`src/rtl/vrs_pkg.sv`:
```
package vrs_pkg;
  parameter int VID_W = 8;

  typedef struct packed {
    logic supply_hi;
    logic supply_lo;
    logic oc;
    logic in_reg;
    logic ss_pg;
    logic ss_low;
  } flags_t;

  localparam int FLAGS_W = $bits(flags_t);
endpackage

```
`src/rtl/vrs_sync.sv`:
```
module vrs_sync #(
  parameter int W = 1
) (
  input  logic         clk,
  input  logic         rst_n,
  input  logic [W-1:0] d,
  output logic [W-1:0] q
);
  logic [W-1:0] stage1;

  always_ff @(posedge clk or negedge rst_n) begin
    if (!rst_n) begin
      stage1 <= '0;
      q      <= '0;
    end else begin
      stage1 <= d;
      q      <= stage1;
    end
  end
endmodule

```
`src/rtl/vrs_vid_check.sv`:
```
module vrs_vid_check #(
  parameter int VID_W       = 8,
  parameter int QUAL_CYCLES = 325
) (
  input  logic             clk,
  input  logic             rst_n,
  input  logic [VID_W-1:0] vid,
  input  logic             vr11,
  output logic             invalid,
  output logic             qualified
);
  localparam int CNT_W = (QUAL_CYCLES > 2) ? $clog2(QUAL_CYCLES) : 1;
  localparam logic [CNT_W-1:0] LAST = CNT_W'(QUAL_CYCLES - 1);
  localparam logic [VID_W-1:0] M10  = VID_W'(8'h7C);
  localparam logic [VID_W-1:0] M11  = VID_W'(8'hFE);

  logic [CNT_W-1:0] cnt;

  always_comb begin
    if (vr11)
      invalid = ((vid & M11) == '0) || ((vid & M11) == M11);
    else
      invalid = ((vid & M10) == M10);
  end

  always_ff @(posedge clk or negedge rst_n) begin
    if (!rst_n)
      cnt <= '0;
    else if (!invalid)
      cnt <= '0;
    else if (cnt != LAST)
      cnt <= cnt + 1'b1;
  end

  assign qualified = invalid && (cnt == LAST);

  p_qual_needs_history_r3: assert property (@(posedge clk) disable iff (!rst_n)
    qualified |-> $past(invalid));
  p_valid_clears_count_r3: assert property (@(posedge clk) disable iff (!rst_n)
    !invalid |=> !qualified);
endmodule

```
`src/rtl/vrs_fault_core.sv`:
```
module vrs_fault_core
  import vrs_pkg::*;
(
  input  logic   clk,
  input  logic   rst_n,
  input  flags_t fl,
  input  logic   vid_invalid,
  input  logic   vid_qual,
  input  logic   latch_mode,
  output logic   main_fault,
  output logic   vid_fault,
  output logic   uvlo,
  output logic   pgood
);
  logic startup;
  logic vid_trip;
  logic set_fault;
  logic clear_ok;

  assign pgood     = !main_fault && fl.in_reg && fl.ss_pg;
  assign vid_trip  = vid_qual && !(latch_mode && startup);
  assign set_fault = fl.supply_lo || fl.oc || vid_trip;
  assign clear_ok  = !set_fault && fl.supply_hi && fl.ss_low && !vid_fault
                     && !(vid_invalid && !latch_mode);

  always_ff @(posedge clk or negedge rst_n) begin
    if (!rst_n) begin
      main_fault <= 1'b1;
      vid_fault  <= 1'b0;
      uvlo       <= 1'b1;
      startup    <= 1'b0;
    end else begin
      if (set_fault)
        main_fault <= 1'b1;
      else if (clear_ok)
        main_fault <= 1'b0;

      if (vid_trip && latch_mode)
        vid_fault <= 1'b1;

      if (fl.supply_lo)
        uvlo <= 1'b1;
      else if (fl.supply_hi)
        uvlo <= 1'b0;

      if (set_fault || pgood)
        startup <= 1'b0;
      else if (main_fault && clear_ok)
        startup <= 1'b1;
    end
  end

  p_latched_off_r4: assert property (@(posedge clk) disable iff (!rst_n)
    vid_fault |=> (vid_fault && main_fault));
  p_auto_no_vid_latch_r6: assert property (@(posedge clk) disable iff (!rst_n)
    (!latch_mode && !vid_fault) |=> !vid_fault);
  p_uv_sets_fault_r8: assert property (@(posedge clk) disable iff (!rst_n)
    fl.supply_lo |=> main_fault);
  p_oc_sets_fault_r11: assert property (@(posedge clk) disable iff (!rst_n)
    fl.oc |=> main_fault);
  p_clear_needs_supply_r8: assert property (@(posedge clk) disable iff (!rst_n)
    $fell(main_fault) |-> $past(fl.supply_hi));
endmodule

```
`src/rtl/vr_fault_supervisor.sv`:
```
module vr_fault_supervisor
  import vrs_pkg::*;
#(
  parameter int CLK_MHZ = 250,
  parameter int QUAL_NS = 1300
) (
  input  logic             clk,
  input  logic             por_n,
  input  logic             supply_hi,
  input  logic             supply_lo,
  input  logic             overcurrent,
  input  logic             out_in_reg,
  input  logic             ss_pg_ok,
  input  logic             ss_discharged,
  input  logic [VID_W-1:0] vid_code,
  input  logic             vr11_mode,
  input  logic             vid_latch_mode,
  output logic             ea_enable,
  output logic             ss_request,
  output logic             vid_fault,
  output logic             main_fault,
  output logic             power_good
);
  localparam int QUAL_CYCLES = (CLK_MHZ * QUAL_NS + 999) / 1000;

  flags_t           raw_fl;
  flags_t           s_fl;
  logic [VID_W-1:0] s_vid;
  logic             invalid;
  logic             qualified;
  logic             uvlo;

  assign raw_fl = '{supply_hi: supply_hi, supply_lo: supply_lo, oc: overcurrent,
                    in_reg: out_in_reg, ss_pg: ss_pg_ok, ss_low: ss_discharged};

  vrs_sync #(.W(FLAGS_W)) u_flag_sync (
    .clk(clk), .rst_n(por_n), .d(raw_fl), .q(s_fl)
  );

  vrs_sync #(.W(VID_W)) u_vid_sync (
    .clk(clk), .rst_n(por_n), .d(vid_code), .q(s_vid)
  );

  vrs_vid_check #(.VID_W(VID_W), .QUAL_CYCLES(QUAL_CYCLES)) u_vid (
    .clk(clk), .rst_n(por_n), .vid(s_vid), .vr11(vr11_mode),
    .invalid(invalid), .qualified(qualified)
  );

  vrs_fault_core u_core (
    .clk(clk), .rst_n(por_n), .fl(s_fl), .vid_invalid(invalid),
    .vid_qual(qualified), .latch_mode(vid_latch_mode),
    .main_fault(main_fault), .vid_fault(vid_fault), .uvlo(uvlo),
    .pgood(power_good)
  );

  assign ea_enable  = !main_fault && !uvlo;
  assign ss_request = !main_fault;

  p_pgood_needs_no_fault_r10: assert property (@(posedge clk) disable iff (!por_n)
    power_good |-> (!main_fault && s_fl.in_reg));
  p_ea_off_in_lockout_r9: assert property (@(posedge clk) disable iff (!por_n)
    s_fl.supply_lo |=> !ea_enable);
endmodule

```
`config.mk`:
```
export PLATFORM = sky130hd
export DESIGN_NAME = vr_fault_supervisor
export DESIGN_NICKNAME = d
export VERILOG_FILES = /design/src/rtl/vrs_pkg.sv /design/src/rtl/vrs_sync.sv /design/src/rtl/vrs_vid_check.sv /design/src/rtl/vrs_fault_core.sv /design/src/rtl/vr_fault_supervisor.sv
export SDC_FILE = /design/constraint.sdc
export NUM_CORES = 1
export LEC_CHECK = 0
export BUFFER_PORTS_ARGS = -buffer_cell sky130_fd_sc_hd__buf_2
export CORE_MARGIN = 3
export CORE_UTILIZATION = 30
export CTS_BUF_LIST = sky130_fd_sc_hd__clkbuf_8
export DETAILED_ROUTE_END_ITERATION = 16
export PLACE_DENSITY = 0.53
export SYNTH_ARGS = -nofsm -noshare
export SYNTH_HDL_FRONTEND = slang
export SYNTH_SLANG_ARGS = --single-unit
```
`constraint.sdc`:
```
create_clock -name clk -period 1.3 [get_ports clk]
set_input_delay 0.065 -clock clk [delete_from_list [all_inputs] [get_ports clk]]
set_output_delay 0.065 -clock clk [all_outputs]
set_load 0.01 [all_outputs]
```
==> impl_metrics.ini, run 1 <==
[floorplan]
dieArea_um2 = 5468
rows = 24
start_util_pct = 31.38
die_y_um = 73.95
pin_count = 23
die-width_um = 73.95
core-area_um2 = 4414

[placement]
dp_slack_ps = -196.6
port_buffers = 21
place_inst = 189
place_congestion = 0.7785
hpwl_mm = 1.732

[sta]
slew_violations = 0
fmax_mhz = 681.2
hold_viol = 0
clock_skew_ps = 2.655
finalCritPeriodShare_pct = 112.9
rsz0062_at_grt = true
finalSetupViolCount = 8
worst_slack_ps = -167.9
worstMarginPinSlew_ps = 353.1
whs_ps = 42.24
slew_headroom_pct = 75.85
finalSetupTns_ps = -537.2
fin_crit_ps = 1468

[worst_setup_path]
critPathLaunchType = flop
critPathLaunch = u_vid.cnt[3]$_DFFE_PN0P_
cp-end-kind = flop
critPathMaxFanout = 2
reg2reg_to = u_core.startup$_DFFE_PN0P_
ff2ff_path_depth = 4
cp.required_ps = 1480
rrSetupSlack_ps = -170
r2r-start = u_vid.cnt[3]$_DFFE_PN0P_
crit_arrival_ps = 1650
crit_type = flop to flop

[power_and_ir_drop]
finalPower_mw = 2.423
ir_drop_mv = 0.8617
leakage_nw = 0.9327
power_density_nw_per_um2 = 1147

[detailed_routing]
antenna_left = 0
viasPerCell = 4.456
drc = 0
num_vias = 967
drt_wl_total_mm = 2.678
drt_pass1_iterations = 3
avgRoutedWirePerCell_um = 12.34
first_iter_violations = 22

[hold_path]
min_to = u_core.main_fault$_DFFE_PN1P_
whs_path_depth = 3
min_from = vid_latch_mode
hp-class = primary input to flop

[global_routing]
antenna_found_initial = 0
globalRouteTotalUtil_pct = 10.57
grt_pass1_vias = 1028
grt_first_pass_wirelength_mm = 4.333
grt_max_degree = 34
grt-ovfl-total = 0

[clock_network]
cts_max_path_buffers = 2
numCtsBuffers = 5
clock_latency_ps = 290
cts_tree = built
clk_pin_slew_ps = 70
root_buffer = clkbuf_8
cts.sinks = 39
htreeDepth = 2

[synthesis]
synth_top_flop_cell = dfrtp_1
yosys_register_bits = 39
syn_avg_cell_area_um2 = 13.32
ys.warnings.count = 0
ys_seq_area_share_pct = 70.64
synth_top_area_share_pct = 66.85
synth_commonest_cells = dfrtp_1 (37), nor2_1 (12), inv_1 (6), nand3_1 (6)
synthesis.area_um2 = 1385
synth.most_common_cell = dfrtp_1
synth.distinct_cells = 35
synth_nets = 124
synth_cells = 104
synthArstFlopShare_pct = 100.0
netlist_top_cells_area = dfrtp_1 (67%), dfstp_2 (3.8%), nor2_1 (3.3%)
synth_area_leader_cell = dfrtp_1
synth_edf_count = 0

[layout]
finalNetCount = 184
fin_cells = 217
final.fill_count = 388
drive_above_1_share_pct = 45.45
diodes = 0
synthToLayoutAreaGrowth_pct = 52.48

[status]
status = finished with violations
violations = negative setup slack

[job]
cap_violations = 0
flip-flops by register name, indices dropped and copies added, names as in the netlist:
signal / count
u_vid.cnt: 9
u_vid_sync.q: 7
u_vid_sync.stage1: 7
u_flag_sync.q: 6
u_flag_sync.stage1: 6
u_core.main_fault: 1
u_core.startup: 1
u_core.uvlo: 1
u_core.vid_fault: 1
kinds of logic (layout without fill, tap and decap cells):
family	count (synthesis)	after routing	share of synthesized area (%)
flip-flops	39	39	70.64
AO/OA/AOI/OAI	11	11	5.964
AND/OR/NAND/NOR	36	36	14.00
XOR/XNOR	6	6	3.794
buffers and inverters	8	69	2.258
multiplexers	1	1	0.7227
adder cells (fa/ha/maj)	3	3	2.619
repair_timing:
item | in CTS | in global routing
pin swaps | 1 | 14
setup buffers | 3 | 4
gates resized for setup | 8 | 23
endpoints found under the setup margin | 13 | 14
hold endpoints to repair | 50 | 0
gates cloned | 0 | 0
hold buffers | 14 | 0
layout by cell type (no fill, tap or decap), types with 2 or more instances in the layout:
cell	instances
dfrtp_1	37
buf_2	19
buf_4	15
dlygate4sd3_1	14
nor2_1	9
inv_1	6
buf_6	6
clkbuf_8	5
nand2_1	4
nand3_1	4
nor2_2	3
and3_4	2
nor4b_4	2
nand4_1	2
xnor2_2	2
nand3_2	2
xor2_1	2
xnor2_1	2
ha_2	2
dfstp_2	2
critical path, cell delays in order, from the launching register on:
cell	delay (ps)
dfrtp_1	410
nor4b_4	300
nand4_1	170
maj3_2	310
o21a_1	170
per-layer routing:
metal	share of wire (%)	GRT usage [%]	vias to the layer above
li1	-	-	467
met1	40	11.49	475
met2	55	18.50	21
met3	3.9	3.649	4
met4	1.6	4.829	0
met5	0	0	-
power by group:
part	switching [mW]	internal [mW]
sequential	0.0245	1.26
combinational	0.0667	0.0982
clock	0.407	0.564
total	0.498	1.92
stage by stage:
stage                     area, um2  utilization, %
after floorplan                1385               -
after global placement         1664           37.70
after detailed placement       1664           37.70
after CTS                      1973           44.70
after global routing           2112           47.85
final                          2112           47.85
worst max-delay path by stage:
stage	endpoint	slack [ps]
floorplan	u_core.startup$_DFFE_PN0P_	-120
global placement	u_core.startup$_DFFE_PN0P_	-140
detailed placement	u_core.startup$_DFFE_PN0P_	-200
CTS	u_core.startup$_DFFE_PN0P_	-200
global route	u_core.startup$_DFFE_PN0P_	-280
finish	u_core.startup$_DFFE_PN0P_	-170
area by class of cell:
type / count / area (um2) / share of cell area [%]
sequential: 39 / 978.4 / 46.33
multi-input combinational: 57 / 500.5 / 23.70
timing repair buffer: 55 / 435.4 / 20.62
clock buffer: 5 / 68.82 / 3.258
tap: 52 / 65.06 / 3.081
clock inverter: 3 / 41.29 / 1.955
inverter: 6 / 22.52 / 1.066
No activity file was read; power rests on OpenSTA's default activity.
==> run 2, diff against run 1 <==
--- a/config.mk
+++ b/config.mk
@@ -7,10 +7,12 @@
 export LEC_CHECK = 0
 export BUFFER_PORTS_ARGS = -buffer_cell sky130_fd_sc_hd__buf_2
 export CORE_MARGIN = 3
-export CORE_UTILIZATION = 30
+export CORE_UTILIZATION = 51
 export CTS_BUF_LIST = sky130_fd_sc_hd__clkbuf_8
 export DETAILED_ROUTE_END_ITERATION = 16
-export PLACE_DENSITY = 0.53
+export PLACE_DENSITY = 0.79
+export SETUP_SLACK_MARGIN = 0.4
+export SKIP_LAST_GASP = 1
 export SYNTH_ARGS = -nofsm -noshare
 export SYNTH_HDL_FRONTEND = slang
 export SYNTH_SLANG_ARGS = --single-unit
==> impl_metrics.ini, run 2 (same netlist as run 1, synthesis figures left out) <==
[detailed_routing]
first_iter_violations = 57
viasPerCell = 5.379
num_vias = 1049
drc = 0
antenna_left = 0
avgRoutedWirePerCell_um = 17.79
drt_pass1_iterations = 4
drt_wl_total_mm = 3.469

[clock_network]
root_buffer = clkbuf_8
numCtsBuffers = 5
clock_latency_ps = 290
clk_pin_slew_ps = 70
cts.sinks = 39
cts_max_path_buffers = 2
cts_tree = built
htreeDepth = 2

[layout]
multiInputGateArea_um2 = 495.5
area.sequential_um2 = 978.4
top_register = u_vid.cnt
finalNetCount = 184
drive_above_1_share_pct = 43.64
diodes = 0
final.fill_count = 116
mostFrequentLayoutCell = dfrtp_1
synthToLayoutAreaGrowth_pct = 51.04
fin_cells = 195
design_area_um2 = 2092
final_cell_mix = dfrtp_1 (37), buf_2 (18), dlygate4sd3_1 (14), buf_4 (14)
reg_top3 = u_vid.cnt (9), u_vid_sync.q (7), u_vid_sync.stage1 (7)
largest_reg_flops = 9

[placement]
place_congestion = 0.7405
place_inst = 167
hpwl_mm = 1.750
dpl-instance-area_um2 = 1643
port_buffers = 21
dp_slack_ps = -234.2

[status]
status = finished with violations
violations = negative setup slack

[worst_setup_path]
cp.required_ps = 1530
cp_top_family = compound AO/OA/AOI/OAI gates
slowest_delay_ps = 550
crit_buf_inv = 1
path_cells = inv_2 > or2_0 > a2111oi_1 > o21a_1
critPathMaxFanout = 4
crit_type = flop to flop
critPathLaunchType = flop
crit_arrival_ps = 1840
cpMaxStageDelayCell = dfstp_2
cp-end-kind = flop

[sta]
fmax_mhz = 621.7
finalSetupViolCount = 9
hold_viol = 0
worst_slack_ps = -308.5
fin_crit_ps = 1609
rsz0062_at_grt = true
finalCritPeriodShare_pct = 123.7
clock_skew_ps = 7.632
slew_headroom_pct = 65.33
slew_violations = 0
worstMarginPinSlew_ps = 518.7

[floorplan]
pin_count = 23
die_y_um = 58.12
die-width_um = 58.12
core-area_um2 = 2522
rows = 18
dieArea_um2 = 3377
start_util_pct = 54.91

[power_and_ir_drop]
finalPower_mw = 2.465
ir_drop_mv = 1.351
power_density_nw_per_um2 = 1178
leakage_nw = 0.9316

[global_routing]
grt_pass1_vias = 1124
use_met2_pct = 41.61
use_met1_pct = 26.51
busiest_layer = met2
globalRouteTotalUtil_pct = 23.50
grt-ovfl-total = 0
grt_max_degree = 40
grt_first_pass_wirelength_mm = 5.568
gr-usage-met3_pct = 6.904
antenna_found_initial = 0

[job]
cap_violations = 0

[hold_path]
hp-class = primary input to flop
-- run 2: tightest hold or removal path: stages --
cell	delay [ps]
buf_2	120
a21o_2	100
a22oi_2	40
-- run 2: through the flow --
stage | utilization (%) | hold slack [ps] | TNS (ps)
finish | 82.94 | 39.70 | -1017
global route | 82.94 | 41.20 | -2006
CTS | 79.81 | 28.45 | -791.5
detailed placement | 65.13 | 45.66 | -1566
global placement | 65.13 | 41.93 | -899.6
floorplan | - | -230.6 | -334.0
-- run 2: final cells by class --
class | count | area share (%)
inverters | 6 | 1.077
repair buffers | 55 | 21.29
clock buffers | 5 | 3.289
flip-flops and latches | 39 | 46.77
multi-input cells | 57 | 23.68
clock inverters | 3 | 2.093
well taps | 30 | 1.794
-- run 2: what timing repair did --
action,CTS,global route
pin swaps,11,5
resized for setup,19,12
hold buffers,14,0
setup endpoints to repair,17,17
endpoints found under the hold margin,52,0
setup buffers,4,2
-- run 2: routing by layer --
layer  part of all wire (%)  routed length [um]  vias to the layer above
li1                       -                   -                      470
met1                     39                1336                      535
met2                     54                1886                       33
met3                    4.4                 151                       11
met4                    2.7                  95                        0
met5                      0                   0                        -
-- run 2: path summary, 6_finish.rpt --
path	from	endpoint	slack [ps]	depth (start not counted)
worst min register to register	u_vid_sync.stage1[4]$_DFF_PN0_	u_vid_sync.q[4]$_DFF_PN0_	350	0
max in group asynchronous	por_n	u_core.uvlo$_DFFE_PN1P_	790	3
worst max-delay path	u_core.main_fault$_DFFE_PN1P_	u_core.startup$_DFFE_PN0P_	-310	4
worst max register to register	u_core.main_fault$_DFFE_PN1P_	u_core.startup$_DFFE_PN0P_	-310	4
min in group asynchronous	por_n	u_vid.cnt[6]$_DFFE_PN0P_	260	3
worst min-delay path	vid_latch_mode	u_core.main_fault$_DFFE_PN1P_	40	3
-- run 2: power by group --
group | leakage [nW] | switching (mW) | internal (mW)
clock network | 0.0581 | 0.427 | 0.571
logic | 0.396 | 0.0754 | 0.0983
registers | 0.477 | 0.0308 | 1.26
total | 0.932 | 0.533 | 1.93
==> run 3, diff against run 2 <==
--- a/config.mk
+++ b/config.mk
@@ -11,7 +11,6 @@
 export CTS_BUF_LIST = sky130_fd_sc_hd__clkbuf_8
 export DETAILED_ROUTE_END_ITERATION = 16
 export PLACE_DENSITY = 0.79
-export SETUP_SLACK_MARGIN = 0.4
 export SKIP_LAST_GASP = 1
 export SYNTH_ARGS = -nofsm -noshare
 export SYNTH_HDL_FRONTEND = slang
==> impl_metrics.ini, run 3 (same netlist as run 1, synthesis figures left out) <==
[worst_setup_path]
path_cells = nor4b_4 > and4_4 > mux2i_2 > nor2_1
cpMaxStageDelayCell = dfrtp_1
ff2ff_path_depth = 4
cp_top_family = simple AND/OR/NAND/NOR gates
crit_type = flop to flop
critPathLaunchType = flop
cp-end-kind = flop
crit_cells = 4
cp.required_ps = 1480
critPathMaxFanout = 5
slowest_delay_ps = 420
crit_arrival_ps = 1700
crit_buf_inv = 0

[clock_network]
root_buffer = clkbuf_8
htreeDepth = 2
cts_max_path_buffers = 2
clock_latency_ps = 290
cts.sinks = 39
cts_tree = built
clk_pin_slew_ps = 80
numCtsBuffers = 5

[floorplan]
die-width_um = 58.12
dieArea_um2 = 3377
core-area_um2 = 2522
die_y_um = 58.12
start_util_pct = 54.91
pin_count = 23
rows = 18

[sta]
finalCritPeriodShare_pct = 116.7
fin_crit_ps = 1518
worst_slack_ps = -217.7
whs_ps = 61.44
clock_skew_ps = 9.239
slew_headroom_pct = 71.08
finalSetupViolCount = 13
rsz0062_at_grt = true
finalSetupTns_ps = -1313
slew_violations = 0
worstMarginPinSlew_ps = 433.8
fmax_mhz = 658.9
hold_viol = 0

[detailed_routing]
drc = 0
antenna_left = 0
avgRoutedWirePerCell_um = 19.27
num_vias = 1084
viasPerCell = 5.531
first_iter_violations = 29
drt_wl_total_mm = 3.776
drt_pass1_iterations = 5

[hold_path]
hp-class = primary input to flop
whs_path_depth = 3

[power_and_ir_drop]
intPower_mw = 1.926
p_sw_uw = 527.0
power_density_nw_per_um2 = 1175
leakage_nw = 0.9430
power_frac_seq_pct = 52.8
finalPower_mw = 2.453
clock_power_share_pct = 40.1
swShare_pct = 21.49
power_frac_comb_pct = 7.1
ir_drop_mv = 1.063

[job]
cap_violations = 0

[layout]
utilization_pct = 82.74
diodes = 0
top_register = u_vid.cnt
drive_above_1_share_pct = 45.78
finalNetCount = 185
mostFrequentLayoutCell = dfrtp_1
reg_top3 = u_vid.cnt (9), u_vid_sync.q (7), u_vid_sync.stage1 (7)
largest_reg_flops = 9
final_cell_mix = dfrtp_1 (37), buf_2 (19), buf_4 (17)
synthToLayoutAreaGrowth_pct = 50.68

[global_routing]
grt_max_degree = 23
grt-ovfl-total = 0
grt_pass1_vias = 1202
globalRouteTotalUtil_pct = 23.02
antenna_found_initial = 0
grt_first_pass_wirelength_mm = 5.526

[status]
status = finished with violations
violations = negative setup slack

[placement]
hpwl_mm = 1.875
port_buffers = 21
place_congestion = 0.7409
dp_slack_ps = -208.2
run 3: cell count changes in the layout (fill, tap and decap cells not counted), moves of 2 or more:
cell    before  now
buf_4       14   17
nor2_1       8   10
buf_6        8    5
nor2_4       2    0
run 3: worst paths after layout:
kind,start,endpoint,slack [ps]
max in group asynchronous,por_n,u_vid_sync.stage1[3]$_DFF_PN0_,600
setup / recovery,u_vid.cnt[3]$_DFFE_PN0P_,u_vid.cnt[1]$_DFFE_PN0P_,-220
hold reg to reg,u_vid_sync.stage1[4]$_DFF_PN0_,u_vid_sync.q[4]$_DFF_PN0_,350
min in group asynchronous,por_n,u_vid.cnt[3]$_DFFE_PN0P_,240
hold / removal,vid_latch_mode,u_core.main_fault$_DFFE_PN1P_,60
setup reg to reg,u_vid.cnt[3]$_DFFE_PN0P_,u_vid.cnt[1]$_DFFE_PN0P_,-220
run 3: per-layer routing:
layer  global-route usage (%)  up-vias  wire (um)  part of all wire [%]
met1                    25.41      531       1360                    36
met5                        0        -          0                     0
met4                    15.23        0        242                   6.4
met3                    8.018       22        222                   5.9
li1                         -      473          -                     -
met2                    37.42       58       1951                    52
run 3: power groups by stage:
stage	registers, mW	logic [mW]	clock network [mW]
2_1_floorplan	1.30	0.0268	0
5_1_grt	1.30	0.189	1.06
3_3_place_gp	1.30	0.102	0
6_report	1.29	0.174	0.984
4_1_cts	1.29	0.149	0.989
3_5_place_dp	1.31	0.107	0
run 3: cell type report:
cell class | instances | area (um2)
timing repair buffer | 56 | 439.2
inverter | 6 | 22.52
clock buffer | 5 | 68.82
sequential | 39 | 978.4
tap | 30 | 37.54
multi-input combinational | 57 | 499.2
clock inverter | 3 | 41.29
fill | 121 | 435.4
run 3: what timing repair did:
action	4_1_cts	5_1_grt
gates resized for setup	9	21
endpoints found under the hold margin	28	0
endpoints found under the setup margin	12	14
pin swaps	2	6
buffers inserted	2	4
hold buffers	14	0
run 3: per-stage QoR:
stage,instance area [um2],instances
finish,2087,196
global route,2087,196
CTS,1952,192
detailed placement,1644,168
global placement,1644,168
floorplan,1385,104
run 3: tightest hold or removal path: cells and delay by family:
family,cells,cell delay (ps)
buf+inv,1,120
compound gates,2,160
